`src/rtl/rfmac_pkg.sv`:
```
`timescale 1ns/1ps
package rfmac_pkg;
   localparam int unsigned RF_DATA_W_DEF = 4;
   localparam int unsigned RF_DEPTH_DEF  = 8;

   typedef enum logic [1:0] {
      WSRC_NONE = 2'd0,
      WSRC_MAC  = 2'd1,
      WSRC_LOAD = 2'd2
   } wsrc_e;
endpackage

```
`src/rtl/rfmac_onehot_dec.sv`:
```
`timescale 1ns/1ps
module rfmac_onehot_dec #(
   parameter int unsigned DEPTH  = 8,
   parameter int unsigned ADDR_W = 3
) (
   input  logic [ADDR_W-1:0] addr,
   output logic [DEPTH-1:0]  mask
);
   if ((1 << ADDR_W) < DEPTH) begin : g_bad_addr
      $error("rfmac_onehot_dec: ADDR_W too narrow for DEPTH");
   end

   for (genvar k = 0; k < DEPTH; k++) begin : g_line
      assign mask[k] = (addr == ADDR_W'(k));
   end
endmodule

```
`src/rtl/rfmac_andor_sel.sv`:
```
`timescale 1ns/1ps
module rfmac_andor_sel #(
   parameter int unsigned DEPTH  = 8,
   parameter int unsigned DATA_W = 4
) (
   input  logic [DEPTH*DATA_W-1:0] words,
   input  logic [DEPTH-1:0]        mask,
   output logic [DATA_W-1:0]       dout
);
   logic [DATA_W-1:0] gated [DEPTH];

   // AND stage: one mask line per word
   for (genvar k = 0; k < DEPTH; k++) begin : g_and
      assign gated[k] = words[k*DATA_W +: DATA_W] & {DATA_W{mask[k]}};
   end

   // OR merge of the masked words
   always_comb begin
      dout = '0;
      for (int k = 0; k < DEPTH; k++) begin
         dout = dout | gated[k];
      end
   end
endmodule

```
`src/rtl/rfmac_fa.sv`:
```
`timescale 1ns/1ps
module rfmac_fa (
   input  logic x,
   input  logic y,
   input  logic ci,
   output logic s,
   output logic co
);
   logic hx;
   assign hx = x ^ y;
   assign s  = hx ^ ci;
   assign co = (x & y) | (ci & hx);
endmodule

```
`src/rtl/rfmac_mac.sv`:
```
`timescale 1ns/1ps
module rfmac_mac #(
   parameter int unsigned DATA_W = 4,
   localparam int unsigned SUM_W = 2 * DATA_W
) (
   input  logic [DATA_W-1:0] fa_in,
   input  logic [DATA_W-1:0] fb_in,
   input  logic [DATA_W-1:0] acc_in,
   output logic [SUM_W-1:0]  sum
);
   if (DATA_W < 2) begin : g_bad_w
      $error("rfmac_mac: DATA_W must be at least 2");
   end

   logic [DATA_W-1:0] pp [DATA_W];
   logic [DATA_W-1:0] rs [DATA_W];
   logic              rc [DATA_W];
   logic [SUM_W-1:0]  prod;

   // partial products: one AND per factor bit pair
   for (genvar i = 0; i < DATA_W; i++) begin : g_pp_row
      for (genvar j = 0; j < DATA_W; j++) begin : g_pp_bit
         assign pp[i][j] = fa_in[j] & fb_in[i];
      end
   end

   assign rs[0] = pp[0];
   assign rc[0] = 1'b0;

   // each row adds the next partial product to the shifted running sum
   for (genvar i = 1; i < DATA_W; i++) begin : g_row
      logic [DATA_W-1:0] shx;
      logic [DATA_W:0]   cy;
      assign shx   = {rc[i-1], rs[i-1][DATA_W-1:1]};
      assign cy[0] = 1'b0;
      for (genvar j = 0; j < DATA_W; j++) begin : g_cell
         rfmac_fa u_fa (
            .x (shx[j]),
            .y (pp[i][j]),
            .ci(cy[j]),
            .s (rs[i][j]),
            .co(cy[j+1])
         );
      end
      assign rc[i]     = cy[DATA_W];
      assign prod[i-1] = rs[i-1][0];
   end

   assign prod[SUM_W-1:DATA_W-1] = {rc[DATA_W-1], rs[DATA_W-1]};

   // accumulate: max product plus max acc stays below 2**SUM_W, top carry is never needed
   logic [SUM_W-1:0] ext;
   logic [SUM_W-1:0] acy;
   assign ext    = {{DATA_W{1'b0}}, acc_in};
   assign acy[0] = 1'b0;

   for (genvar i = 0; i < SUM_W; i++) begin : g_acc
      if (i < SUM_W - 1) begin : g_full
         rfmac_fa u_fa (
            .x (prod[i]),
            .y (ext[i]),
            .ci(acy[i]),
            .s (sum[i]),
            .co(acy[i+1])
         );
      end else begin : g_top
         assign sum[i] = prod[i] ^ ext[i] ^ acy[i];
      end
   end
endmodule

```
`src/rtl/rfmac_core.sv`:
```
`timescale 1ns/1ps
module rfmac_core
   import rfmac_pkg::*;
#(
   parameter int unsigned DATA_W = RF_DATA_W_DEF,
   parameter int unsigned DEPTH  = RF_DEPTH_DEF,
   localparam int unsigned ADDR_W = $clog2(DEPTH),
   localparam int unsigned SUM_W  = 2 * DATA_W,
   localparam int unsigned NPORT  = 3
) (
   input  logic              clk,
   input  logic              rst,
   input  logic              op_valid,
   input  logic              ld_valid,
   input  logic [DATA_W-1:0] ld_data,
   input  logic [ADDR_W-1:0] rd_a_addr,
   input  logic [ADDR_W-1:0] rd_b_addr,
   input  logic [ADDR_W-1:0] rd_c_addr,
   input  logic [ADDR_W-1:0] wr_addr,
   output logic [DATA_W-1:0] opa_data,
   output logic [DATA_W-1:0] opb_data,
   output logic [DATA_W-1:0] acc_data,
   output logic [DATA_W-1:0] result,
   output logic              ovf
);
   if (DEPTH < 2) begin : g_bad_depth
      $error("rfmac_core: DEPTH must be at least 2");
   end
   if (DATA_W < 2) begin : g_bad_width
      $error("rfmac_core: DATA_W must be at least 2");
   end

   logic [DATA_W-1:0]       mem [DEPTH];
   logic [DEPTH*DATA_W-1:0] mem_flat;
   logic [ADDR_W-1:0]       rd_addr [NPORT];
   logic [DEPTH-1:0]        rd_mask [NPORT];
   logic [DATA_W-1:0]       rd_data [NPORT];
   logic [DEPTH-1:0]        wr_mask;
   logic [SUM_W-1:0]        mac_sum;
   logic [DATA_W-1:0]       wdata;
   logic                    ovf_next;
   wsrc_e                   wsrc;

   for (genvar k = 0; k < DEPTH; k++) begin : g_flat
      assign mem_flat[k*DATA_W +: DATA_W] = mem[k];
   end

   assign rd_addr[0] = rd_a_addr;
   assign rd_addr[1] = rd_b_addr;
   assign rd_addr[2] = rd_c_addr;

   // three independent decode plus AND-OR read ports
   for (genvar p = 0; p < NPORT; p++) begin : g_port
      rfmac_onehot_dec #(.DEPTH(DEPTH), .ADDR_W(ADDR_W)) u_dec (
         .addr(rd_addr[p]),
         .mask(rd_mask[p])
      );
      rfmac_andor_sel #(.DEPTH(DEPTH), .DATA_W(DATA_W)) u_sel (
         .words(mem_flat),
         .mask (rd_mask[p]),
         .dout (rd_data[p])
      );
   end

   assign opa_data = rd_data[0];
   assign opb_data = rd_data[1];
   assign acc_data = rd_data[2];

   rfmac_mac #(.DATA_W(DATA_W)) u_mac (
      .fa_in (rd_data[0]),
      .fb_in (rd_data[1]),
      .acc_in(rd_data[2]),
      .sum   (mac_sum)
   );

   assign result   = mac_sum[DATA_W-1:0];
   assign ovf_next = |mac_sum[SUM_W-1:DATA_W];

   rfmac_onehot_dec #(.DEPTH(DEPTH), .ADDR_W(ADDR_W)) u_wdec (
      .addr(wr_addr),
      .mask(wr_mask)
   );

   always_comb begin
      if (ld_valid)      wsrc = WSRC_LOAD;
      else if (op_valid) wsrc = WSRC_MAC;
      else               wsrc = WSRC_NONE;
   end

   assign wdata = (wsrc == WSRC_LOAD) ? ld_data : result;

   for (genvar k = 0; k < DEPTH; k++) begin : g_reg
      always_ff @(posedge clk) begin
         if (rst) begin
            mem[k] <= '0;
         end else if (wsrc != WSRC_NONE && wr_mask[k]) begin
            mem[k] <= wdata;
         end
      end


      other_stable_chk: assert property (@(posedge clk) disable iff (rst)
         !((op_valid || ld_valid) && wr_addr == ADDR_W'(k)) |=> $stable(mem[k]));
   end

   always_ff @(posedge clk) begin
      if (rst) begin
         ovf <= 1'b0;
      end else if (wsrc == WSRC_MAC) begin
         ovf <= ovf_next;
      end
   end


   rd_onehot_chk: assert property (@(posedge clk) disable iff (rst)
      $onehot0(rd_mask[0]) && $onehot0(rd_mask[1]) && $onehot0(rd_mask[2]));


   rd_match_chk: assert property (@(posedge clk) disable iff (rst)
      opa_data == mem[rd_a_addr] && opb_data == mem[rd_b_addr] && acc_data == mem[rd_c_addr]);


   mac_write_chk: assert property (@(posedge clk) disable iff (rst)
      (op_valid && !ld_valid) |=> mem[$past(wr_addr)] ==
         DATA_W'($past(opa_data) * $past(opb_data) + $past(acc_data)));


   ovf_hold_chk: assert property (@(posedge clk) disable iff (rst)
      !(op_valid && !ld_valid) |=> $stable(ovf));


   load_write_chk: assert property (@(posedge clk) disable iff (rst)
      ld_valid |=> mem[$past(wr_addr)] == $past(ld_data));


   reset_clear_chk: assert property (@(posedge clk)
      rst |=> (mem_flat == '0 && !ovf));
endmodule

```
`config.mk`:
```
export PLATFORM = sky130hd
export DESIGN_NAME = rfmac_core
export DESIGN_NICKNAME = d
export VERILOG_FILES = /design/src/rtl/rfmac_pkg.sv /design/src/rtl/rfmac_onehot_dec.sv /design/src/rtl/rfmac_andor_sel.sv /design/src/rtl/rfmac_fa.sv /design/src/rtl/rfmac_mac.sv /design/src/rtl/rfmac_core.sv
export SDC_FILE = /design/constraint.sdc
export NUM_CORES = 1
export LEC_CHECK = 0
export CORE_ASPECT_RATIO = 0.7
export CORE_UTILIZATION = 45
export DETAILED_ROUTE_END_ITERATION = 8
export HOLD_SLACK_MARGIN = 0.05
export PLACE_DENSITY = 0.69
export SLEW_MARGIN = 20
export SYNTH_ARGS = -nofsm -noshare
export SYNTH_HDL_FRONTEND = slang
export SYNTH_SLANG_ARGS = --single-unit
```
`constraint.sdc`:
```
create_clock -name clk -period 7 [get_ports clk]
set_clock_uncertainty 0.1 [all_clocks]
set_input_delay 0.7 -clock clk [delete_from_list [all_inputs] [get_ports clk]]
set_output_delay 0.7 -clock clk [all_outputs]
set_load 0.01 [all_outputs]
```
Word level (Yosys, flattened, before mapping)
Memories as Yosys holds them, arrays and structs flattened.
Cells that the tools add are included.
{"block": "totals", "register_bits": 1, "latchBits": 0, "ram_bits": 32, "rom_bits": 0, "inputBits": 20, "output_inout_bits": 17, "wordCells": 224, "mem_count": 1}
{"block": "classes", "n_addsub": 0, "multipliers": 0, "div": 0, "order_cmp": 0, "n_eq_ne": 30, "n_shift": 0, "n_mux": 37, "n_bitwise": 141, "reduce_logical": 14}
{"name": "mem", "depth": 8, "word_bits": 4, "read_ports": 8, "rd_ports_with_merged_regs": 0, "wr": 8, "line": "rfmac_core.sv:33", "rtl": "logic [DATA_W-1:0] mem [DEPTH];"}
{"op": "AND 4 bit", "n": 24}
{"op": "OR 4 bit", "n": 21}
{"op": "== test 3 bit, second input constant", "n": 16}
{"op": "AND 1 bit", "n": 46}
{"op": "2-to-1 mux 4 bit", "n": 9}
{"op": "bitwise XOR 1 bit", "n": 31}
{"op": "2-to-1 mux 1 bit", "n": 27}
{"op": "== test 3 x 2 -> 1 bit, second input constant", "n": 8}
{"op": "OR 1 bit", "n": 19}
{"op": "== test 3 x 1 -> 1 bit, second input constant", "n": 4}
{"op": "logical NOT 3 bit", "n": 4}
{"op": "logical AND 1 bit", "n": 8}
{"op": "OR reduction 4 bit", "n": 1}
{"op": "== test 2 x 1 -> 1 bit, second input constant", "n": 1}
{"op": "== test 2 bit, second input constant", "n": 1}
{"op": "2-to-1 mux 2 bit", "n": 1}
{"op": "nonzero test 2 bit", "n": 1}

Longest topological paths before layout
Gate-level depths: netlist of the first run.
{"block": "depth", "depth_word": 27, "mapped_depth": 19, "depth_no_buf": 18}

Modules after synthesis
A second synthesis of the first run with hierarchy kept.
{"block": "hier_totals", "hier_cells": 222, "hier_area_um2": 2481.1}
{"module": "rfmac_core", "n_inst": 1, "cells_per_inst": 93, "area_per_inst_um2": 1292.5, "seq_area_each_um2": 980.9}
{"module": "rfmac_andor_sel", "n_inst": 3, "cells_per_inst": 20, "area_per_inst_um2": 145.1, "seq_area_each_um2": 0.0}
{"module": "rfmac_fa", "n_inst": 19, "cells_per_inst": 1, "area_per_inst_um2": 20.0, "seq_area_each_um2": 0.0}
{"module": "rfmac_onehot_dec", "n_inst": 4, "cells_per_inst": 8, "area_per_inst_um2": 65.1, "seq_area_each_um2": 0.0}
{"module": "rfmac_mac", "n_inst": 1, "cells_per_inst": 18, "area_per_inst_um2": 112.6, "seq_area_each_um2": 0.0}

Worst setup path before layout of the first run
OpenSTA, ideal clock, no wires.
{"block": "synth_timing", "kind": "input port to flip-flop", "start": "input rd_a_addr[0]", "end": "register ovf", "setup_time_ns": 0.130, "t_arrival_ns": 5.050, "required_time_ns": 6.770, "slack_ns": 1.720, "path_stages": 19, "path_buffers": 1, "path_cell_list": "buf_6 mux4_2 mux2i_4 nor2_1 ha_1 inv_1 fa_1 inv_1 fa_1 ha_1 inv_1 fa_1 inv_1 fa_1 fa_1 fa_1 ha_1 nor3_1 a311oi_1"}
{"block": "synth_via", "elab_chain_cells": 27, "word_cells_on_any_way": 108, "classes_between": "eq/ne (7); bitwise (99); reduce/logical (2)"}
{"element": "from (decl)", "line": "rfmac_core.sv:16", "rtl": "input logic [ADDR_W-1:0] rd_a_addr,"}
{"element": "== test 3 x 1 -> 1 bit or logical NOT 3 bit (tied branches)", "line": "rfmac_onehot_dec.sv:14", "rtl": "assign mask[k] = (addr == ADDR_W'(k));"}
{"element": "AND 4 bit", "line": "rfmac_andor_sel.sv:14", "rtl": "assign gated[k] = words[k*DATA_W +: DATA_W] & {DATA_W{mask[k]}};"}
{"element": "OR 4 bit (6 in series)", "line": "rfmac_andor_sel.sv:21", "rtl": "dout = dout | gated[k];"}
{"element": "OR 4 bit *", "line": "rfmac_andor_sel.sv:21"}
{"element": "AND 1 bit", "line": "rfmac_mac.sv:23", "rtl": "assign pp[i][j] = fa_in[j] & fb_in[i];"}
{"element": "AND 1 bit or bitwise XOR 1 bit (tied branches)", "line": "rfmac_fa.sv:12, rfmac_fa.sv:10"}
{"element": "AND 1 bit", "line": "rfmac_fa.sv:12", "rtl": "assign co = (x & y) | (ci & hx);"}
{"element": "OR 1 bit", "line": "rfmac_fa.sv:12"}
{"element": "[6 not listed]"}
{"element": "AND 1 bit or bitwise XOR 1 bit (tied branches)", "line": "rfmac_fa.sv:12, rfmac_fa.sv:11"}
{"element": "OR 1 bit or bitwise XOR 1 bit (tied branches)", "line": "rfmac_fa.sv:12, rfmac_fa.sv:10"}
{"element": "AND 1 bit", "line": "rfmac_fa.sv:12"}
{"element": "OR 1 bit", "line": "rfmac_fa.sv:12"}
{"element": "AND 1 bit or bitwise XOR 1 bit (tied branches)", "line": "rfmac_fa.sv:12, rfmac_fa.sv:11"}
{"element": "OR 1 bit or AND 1 bit (tied branches)", "line": "rfmac_fa.sv:12"}
{"element": "bitwise XOR 1 bit", "line": "rfmac_mac.sv:67", "rtl": "assign sum[i] = prod[i] ^ ext[i] ^ acy[i];"}
{"element": "OR reduction 4 bit *", "line": "rfmac_core.sv:77", "rtl": "assign ovf_next = |mac_sum[SUM_W-1:DATA_W];"}
{"element": "to (signal assigned)", "line": "rfmac_core.sv:110", "rtl": "ovf <= ovf_next;"}
{"element": "to (decl)", "line": "rfmac_core.sv:24", "rtl": "output logic ovf"}
Mark *: on every way between the ends. The rest lies on a longest branch, timed or not.
A chain may end at the register's enable or synchronous reset.

Worst setup path in the final report of the first run
{"block": "layout_timing", "start": "input rd_a_addr[0]", "end": "output result[3]"}
{"block": "layout_via", "elab_chain_cells": 19, "word_cells_on_any_way": 58, "classes_between": "eq/ne (7); bitwise (50); reduce/logical (1)"}
{"element": "== test 3 x 1 -> 1 bit or logical NOT 3 bit (tied branches)", "line": "rfmac_onehot_dec.sv:14"}
{"element": "AND 4 bit", "line": "rfmac_andor_sel.sv:14"}
{"element": "OR 4 bit (6 in series)", "line": "rfmac_andor_sel.sv:21"}
{"element": "OR 4 bit *", "line": "rfmac_andor_sel.sv:21"}
{"element": "AND 1 bit", "line": "rfmac_mac.sv:23"}
{"element": "AND 1 bit or bitwise XOR 1 bit (tied branches)", "line": "rfmac_fa.sv:12, rfmac_fa.sv:10"}
{"element": "AND 1 bit", "line": "rfmac_fa.sv:12"}
{"element": "OR 1 bit", "line": "rfmac_fa.sv:12"}
{"element": "bitwise XOR 1 bit", "line": "rfmac_fa.sv:11", "rtl": "assign s = hx ^ ci;"}
{"element": "bitwise XOR 1 bit", "line": "rfmac_fa.sv:10", "rtl": "assign hx = x ^ y;"}
{"element": "bitwise XOR 1 bit", "line": "rfmac_fa.sv:11"}
{"element": "bitwise XOR 1 bit (2 in series)", "line": "rfmac_fa.sv:10"}
{"element": "bitwise XOR 1 bit *", "line": "rfmac_fa.sv:11"}
{"element": "to (decl)", "line": "rfmac_core.sv:23", "rtl": "output logic [DATA_W-1:0] result,"}
Marks and branches as above.

==> results of run 1 <==
-- layout make-up --
class                           instances  area [um^2]  area share [%]
Multi-Input combinational cell        165         1544           49.10
Clock buffer                            6        72.57           2.308
Timing Repair Buffer                   36        360.3           11.46
Clock inverter                          2        10.01          0.3183
Inverter                               22        82.58           2.626
Tap cell                               75        93.84           2.984
Sequential cell                        33        980.9           31.20
-- metrics by stage --
| stage | util, % | cell area, um^2 | power [mW] |
|---|---|---|---|
| detailed placement | 52.67 | 3062 | 0.4597 |
| global route | 54.09 | 3144 | 0.6235 |
| CTS | 54.09 | 3144 | 0.5946 |
| finish | 54.09 | 3144 | 0.5913 |
| floorplan | - | 2745 | 0.3877 |
| global placement | 52.67 | 3062 | 0.4590 |
-- routing by layer --
layer  up-vias  part of all wire, %  global-route usage, %
li1        906                    -                      -
met1       937                   50                  35.36
met2        71                   41                  29.55
met3         6                  7.8                  3.491
met4         0                  1.2                  5.871
met5         -                    0                      0
-- worst min-delay path: stages, from the launching register on --
cell	delay (ps)
dfxtp_1	310
nor2_1	100
a311oi_1	50
-- kinds of logic (layout without fill, tap and decap cells) --
kind of cell    Yosys count  in the layout  share of synthesized area, %
xor+xnor                  1              1                        0.3191
fa+ha+maj                19             19                         11.67
flops                    33             33                         35.73
simple gates             85             85                         13.58
buf+inv                  42             66                         8.021
mux                      34             34                         23.52
compound gates           26             26                         7.156
-- where the power goes --
group / switching, mW / internal (mW) / total, mW / leakage, nW
sequential: 0.0125 / 0.230 / 0.242 / 0.343
clock: 0.0657 / 0.0687 / 0.134 / 0.0450
combinational: 0.113 / 0.101 / 0.215 / 0.874
total: 0.192 / 0.400 / 0.591 / 1.26
-- cells in the mapped netlist (2+ instances only) --
| library cell | number | area share (%) |
|---|---|---|
| and3b_1 | 2 | 0.64 |
| buf_6 | 3 | 1.2 |
| inv_2 | 4 | 0.55 |
| buf_4 | 9 | 2.5 |
| nor2b_1 | 4 | 0.91 |
| edfxtp_1 | 32 | 35 |
| nand3_1 | 10 | 1.8 |
| a211oi_1 | 2 | 0.55 |
| ha_1 | 8 | 3.6 |
| mux4_2 | 16 | 13 |
| inv_1 | 18 | 2.5 |
| and3_1 | 3 | 0.68 |
| nor2_1 | 49 | 6.7 |
| o211a_1 | 2 | 0.73 |
| clkbuf_1 | 3 | 0.41 |
| fa_1 | 11 | 8.0 |
| o31ai_1 | 2 | 0.55 |
| mux2i_1 | 6 | 2.2 |
| nand2_1 | 13 | 1.8 |
| mux2i_4 | 8 | 6.6 |
| a221oi_1 | 5 | 1.6 |
| a2bb2oi_1 | 2 | 0.64 |
| mux2_2 | 4 | 1.6 |
| o21ai_0 | 6 | 1.1 |
| buf_2 | 5 | 0.91 |
-- state kept, by name (all words and copies together), names as in the netlist --
| register | count |
|---|---|
| ovf | 1 |
| mem | 32 |
-- worst paths after layout --
check	endpoint	from	slack, ps	cells after the start
min	ovf$_SDFFE_PP0N_	ovf$_SDFFE_PP0N_	400	2
max reg2reg	ovf$_SDFFE_PP0N_	mem[1][13]$_SDFFCE_PN0P_	1800	18
max	result[3]	rd_a_addr[0]	800	15
min reg2reg	ovf$_SDFFE_PP0N_	ovf$_SDFFE_PP0N_	400	2
==> results.json, run 1 <==
{
  "clk_transition_reported_paths_ps": 60,
  "synth_area_per_cell_um2": 11.44,
  "power_density_mw_per_mm2": 188.1,
  "stdcell_count": 339,
  "critical_path.top_delay_family": "adder cells",
  "min_path_type": "reg -> reg",
  "wl_um": 6488,
  "hold_buffers": 0,
  "ant_nets": 0,
  "drv_cap": 0,
  "post_cts_buffers": 0,
  "pre_cts_ws_ps": 607.4,
  "first_global_vias": 1744,
  "crit_path_cell_trace": "clkdlybuf4s50_1, mux4_2, mux2i_4, nor2_1, ha_1, inv_1, fa_1, inv_1, fa_1, fa_1, ha_1, inv_1, fa_1, inv_1, clkdlybuf4s50_1",
  "dp.cells": 331,
  "most-common-layout-cells": "nor2_1, clkdlybuf4s50_1, edfxtp_1",
  "initial_core_util_pct": 47.22,
  "nNetsFinal": 302,
  "synth.distinct_cells": 38,
  "cts_tree": "built",
  "synth_area_mm2": 0.002745,
  "synthFlopType": "edfxtp_1",
  "finalWorstSetupSlack_ps": 799.7,
  "finalMaxSlewViolations": 0,
  "ctsLongestPathBuffers": 2,
  "grt_max_degree": 17,
  "max_slew.worst_pin.slew_ps": 836.2,
  "seq_area_frac_synth_pct": 35.73,
  "hpwl_um": 5263,
  "num_vias": 1920,
  "rsz0062_at_grt": "false",
  "cp-end-kind": "output pin",
  "ys_ff_latch": 33,
  "drt_iter0_drc": 122,
  "io_pins": 37,
  "setup_tns_ps": 0,
  "cts_resized": 0,
  "synth-edff-count": 32,
  "synthArstFlopShare_pct": 0,
  "core.rowCount": 23,
  "crit_slowest_cell": "clkdlybuf4s50_1",
  "die_area_mm2": 0.006421,
  "cp_data_required_time_ps": 6200,
  "fmax_ghz": 0.1613,
  "ctsRootBufferMaster": "clkbuf_8",
  "status": "finished clean",
  "core_mm2": 0.005813,
  "area_growth_pct": 14.54,
  "critPathMaxStageDelay_ps": 840,
  "routedWlPerCell_um": 19.14,
  "worst_ir_drop_vdd_mv": 0.1522,
  "p_leak_nw": 1.261,
  "cp.arrival_ps": 5400,
  "drive_above_1_share_pct": 15.53,
  "fill_cells": 517,
  "via_per_inst": 5.664,
  "drcViolationCount": 0,
  "clock-sinks": 33,
  "numCtsBuffers": 5,
  "synth_cells": 240,
  "die_x_um": 95.35,
  "crit_buf_inv": 6,
  "setup_viol": 0,
  "track_usage_pct": 21.78,
  "yosys_warnings": 0,
  "finalCriticalPeriod_ps": 6200,
  "diodes": 0,
  "final_common_cell": "nor2_1",
  "portBuffers": 36,
  "start_kind": "input pin",
  "worstSkewPairLatency_ps": 290,
  "grt_overflow_total": 0,
  "routabilityCongestion": 0.9445,
  "relSlewSlack_pct": 42.66,
  "fin_crit_sh_pct": 88.58,
  "cp_max_fo": 8,
  "die_h_um": 67.35,
  "syn-num-nets": 279,
  "crit_type": "in -> out",
  "antenna_found_initial": 0,
  "whs_ps": 402.3,
  "hold_viol": 0,
  "grt_pass1_wl_um": 9770,
  "firstDrtPassIters": 4,
  "cts_max_level": 2
}
(Power assumes the default switching activity.)
==> run 2: changes to the inputs <==
Settings changed: ABC_AREA set to 1.
==> run 2 against run 1 <==
- area after synthesis is 12% higher
- synthesized cell count rose by 68%
- total power is 3.3% lower
- global-route usage rose by 2.8 points
- utilization down 1.1 points
- critical endpoint unchanged
==> results.json, run 2 <==
{
  "grt_pass1_wl_um": 13150,
  "cp-end-kind": "output pin",
  "cp_data_required_time_ps": 6200,
  "p_leak_nw": 1.667,
  "synth-edff-count": 32,
  "nNetsFinal": 459,
  "core.rowCount": 24,
  "cp_max_fo": 18,
  "synthArstFlopShare_pct": 0,
  "seq_area_frac_synth_pct": 31.77,
  "firstDrtPassIters": 5,
  "portBuffers": 36,
  "setup_tns_ps": 0,
  "die_h_um": 71.31,
  "critPathMaxStageDelay_ps": 800,
  "start_kind": "input pin",
  "drcViolationCount": 0,
  "hold_path_startpoint": "ovf$_SDFFE_PP0N_",
  "num_vias": 2767,
  "hold_viol": 0,
  "critical_path.top_delay_family": "adder cells",
  "crit_path_cell_trace": "clkdlybuf4s50_1, inv_2, nand4_1, nand2_1, nor2_1, nand2_2, nand2_1, inv_1, ha_1, inv_1, fa_1, inv_1, fa_1, fa_1, ha_1, inv_1, fa_1, inv_1, clkdlybuf4s50_1",
  "yosys_warnings": 0,
  "fmax_ghz": 0.1613,
  "crit_type": "in -> out",
  "muxShareOfSynthArea_pct": 0.9724,
  "numCtsBuffers": 5,
  "most-common-layout-cells": "nand2_1, nor2_1, nand4_1",
  "relSlewSlack_pct": 38.26,
  "cts_resized": 0,
  "synth_xor_area_share_pct": 0.2836,
  "crit_buf_inv": 8,
  "post_cts_buffers": 0,
  "ctsRootBufferMaster": "clkbuf_8",
  "syn-num-nets": 441,
  "finalCriticalPeriod_ps": 6200,
  "synth_area_per_cell_um2": 7.681,
  "grt_max_degree": 19,
  "synthFlopType": "edfxtp_1",
  "ctsLongestPathBuffers": 2,
  "diodes": 0,
  "synthAdderAreaFrac_pct": 10.37,
  "synth_area_mm2": 0.003088,
  "crit_slowest_cell": "clkdlybuf4s50_1",
  "core_mm2": 0.006426,
  "largest_reg_flops": 32,
  "fin_crit_sh_pct": 88.57,
  "synth-simple-area-share_pct": 40.24,
  "die_area_mm2": 0.007203,
  "cp.arrival_ps": 5400,
  "ant_nets": 0,
  "grt_overflow_total": 0,
  "track_usage_pct": 24.58,
  "die_x_um": 101.0,
  "top_layer_used": "met4",
  "max_slew.worst_pin.slew_ps": 900.4,
  "min_path_type": "reg -> reg",
  "status": "finished clean",
  "hpwl_um": 6619,
  "wl_met2_um": 3431,
  "synth.distinct_cells": 30,
  "routabilityCongestion": 0.9687,
  "synthMostInstantiatedCell": "nand2_1",
  "yosys.area.top_type": "edfxtp_1",
  "clock-sinks": 33,
  "hold_buffers": 0,
  "reg.largest.list": "mem x32, ovf x1",
  "finalMaxSlewViolations": 0,
  "synthTopCellsByArea": "edfxtp_1, nand2_1, nand4_1",
  "antenna_found_initial": 0,
  "clk_transition_reported_paths_ps": 60,
  "area_growth_pct": 10.33,
  "power_density_mw_per_mm2": 167.9,
  "reg2reg_from": "mem[1][13]$_SDFFCE_PN0P_",
  "wl_um": 8226,
  "critPathMostFrequentCell": "inv_1",
  "first_global_vias": 2551,
  "rsz0062_at_grt": "false",
  "routedWlPerCell_um": 16.07,
  "synth-compound-area-share_pct": 1.499,
  "met3_length_um": 684,
  "wl_met1_um": 3884,
  "worst_ir_drop_vdd_mv": 0.1399,
  "synth_top_family_by_area": "simple AND/OR/NAND/NOR gates",
  "pre_cts_ws_ps": 737.9,
  "worstSkewPairLatency_ps": 280,
  "synth_cells": 402,
  "startpoint": "rd_a_addr[0]",
  "finalWorstSetupSlack_ps": 800.1,
  "yosys-top-cells-count": "nand2_1, nor2_1, nand4_1",
  "final_common_cell": "nand2_1",
  "drv_cap": 0,
  "regMostFlops": "mem",
  "drt_iter0_drc": 242,
  "drive_above_1_share_pct": 9.739,
  "initial_core_util_pct": 48.05,
  "cts_tree": "built",
  "ys_ff_latch": 33,
  "setup_viol": 0,
  "io_pins": 37,
  "synth_top_area_share_pct": 31.12,
  "cts_max_level": 2,
  "via_per_inst": 5.404
}
==> run 2: cell count changes after synthesis, moves of 13 or more <==
| cell | change |
|---|---|
| nand4_1 | +50 |
| nor2_2 | +13 |
| nand3_1 | +22 |
| inv_1 | +30 |
| nand2_1 | +82 |
| mux4_2 | -16 |
==> run 2: cell families after synthesis <==
| family | after synthesis |
|---|---|
| compound gates | 6 |
| simple gates | 260 |
| mux | 3 |
| buf+inv | 80 |
| fa+ha+maj | 19 |
| flops | 33 |
| xor+xnor | 1 |
==> run 2: worst min-delay path, stage by stage, from the launching register on <==
cell and delay, ps:
dfxtp_1 310, o21ai_0 160, a31oi_1 60
==> run 2: layout make-up <==
cell class | count | area [um^2]
fill | 623 | 3019
multi-input combinational | 289 | 1648
sequential | 33 | 980.9
timing repair buffer | 36 | 360.3
inverter | 55 | 214.0
tap | 91 | 113.9
clock buffer | 8 | 90.09
==> run 2: per-layer routing <==
metal / vias to the layer above / global-route usage (%)
met2: 108 / 34.93
met4: 0 / 9.340
met3: 20 / 2.829
li1: 1357 / -
met1: 1282 / 38.18
met5: - / 0
==> run 2: per-stage QoR <==
| stage | std cells | total power [mW] | util (%) | hold WS (ps) | cell area (um^2) |
|---|---|---|---|---|---|
| final | 512 | 0.5721 | 53.02 | 479.5 | 3407 |
| after global routing | 512 | 0.6027 | 53.02 | 592.9 | 3407 |
| after CTS | 512 | 0.5709 | 53.02 | 481.0 | 3407 |
| after detailed placement | 504 | 0.4287 | 51.62 | 464.6 | 3317 |
| after global placement | 504 | 0.4293 | 51.62 | 453.0 | 3317 |
| after floorplan | 402 | 0.3658 | - | 455.3 | 3088 |
==> run 2: worst paths after layout <==
| check | slack [ps] | endpoint | cells past startpoint |
|---|---|---|---|
| worst max-delay path | 800 | result[3] | 19 |
| worst min-delay path | 480 | ovf$_SDFFE_PP0N_ | 2 |
| worst max register to register | 2130 | ovf$_SDFFE_PP0N_ | 21 |
| worst min register to register | 480 | ovf$_SDFFE_PP0N_ | 2 |
==> run 2: where the power goes <==
group | internal (mW) | leakage (nW) | switching (mW) | total [mW]
Combinational | 0.0721 | 1.28 | 0.113 | 0.185
Sequential | 0.229 | 0.343 | 0.0145 | 0.244
Clock | 0.0800 | 0.0455 | 0.0630 | 0.143
Total | 0.382 | 1.67 | 0.191 | 0.572
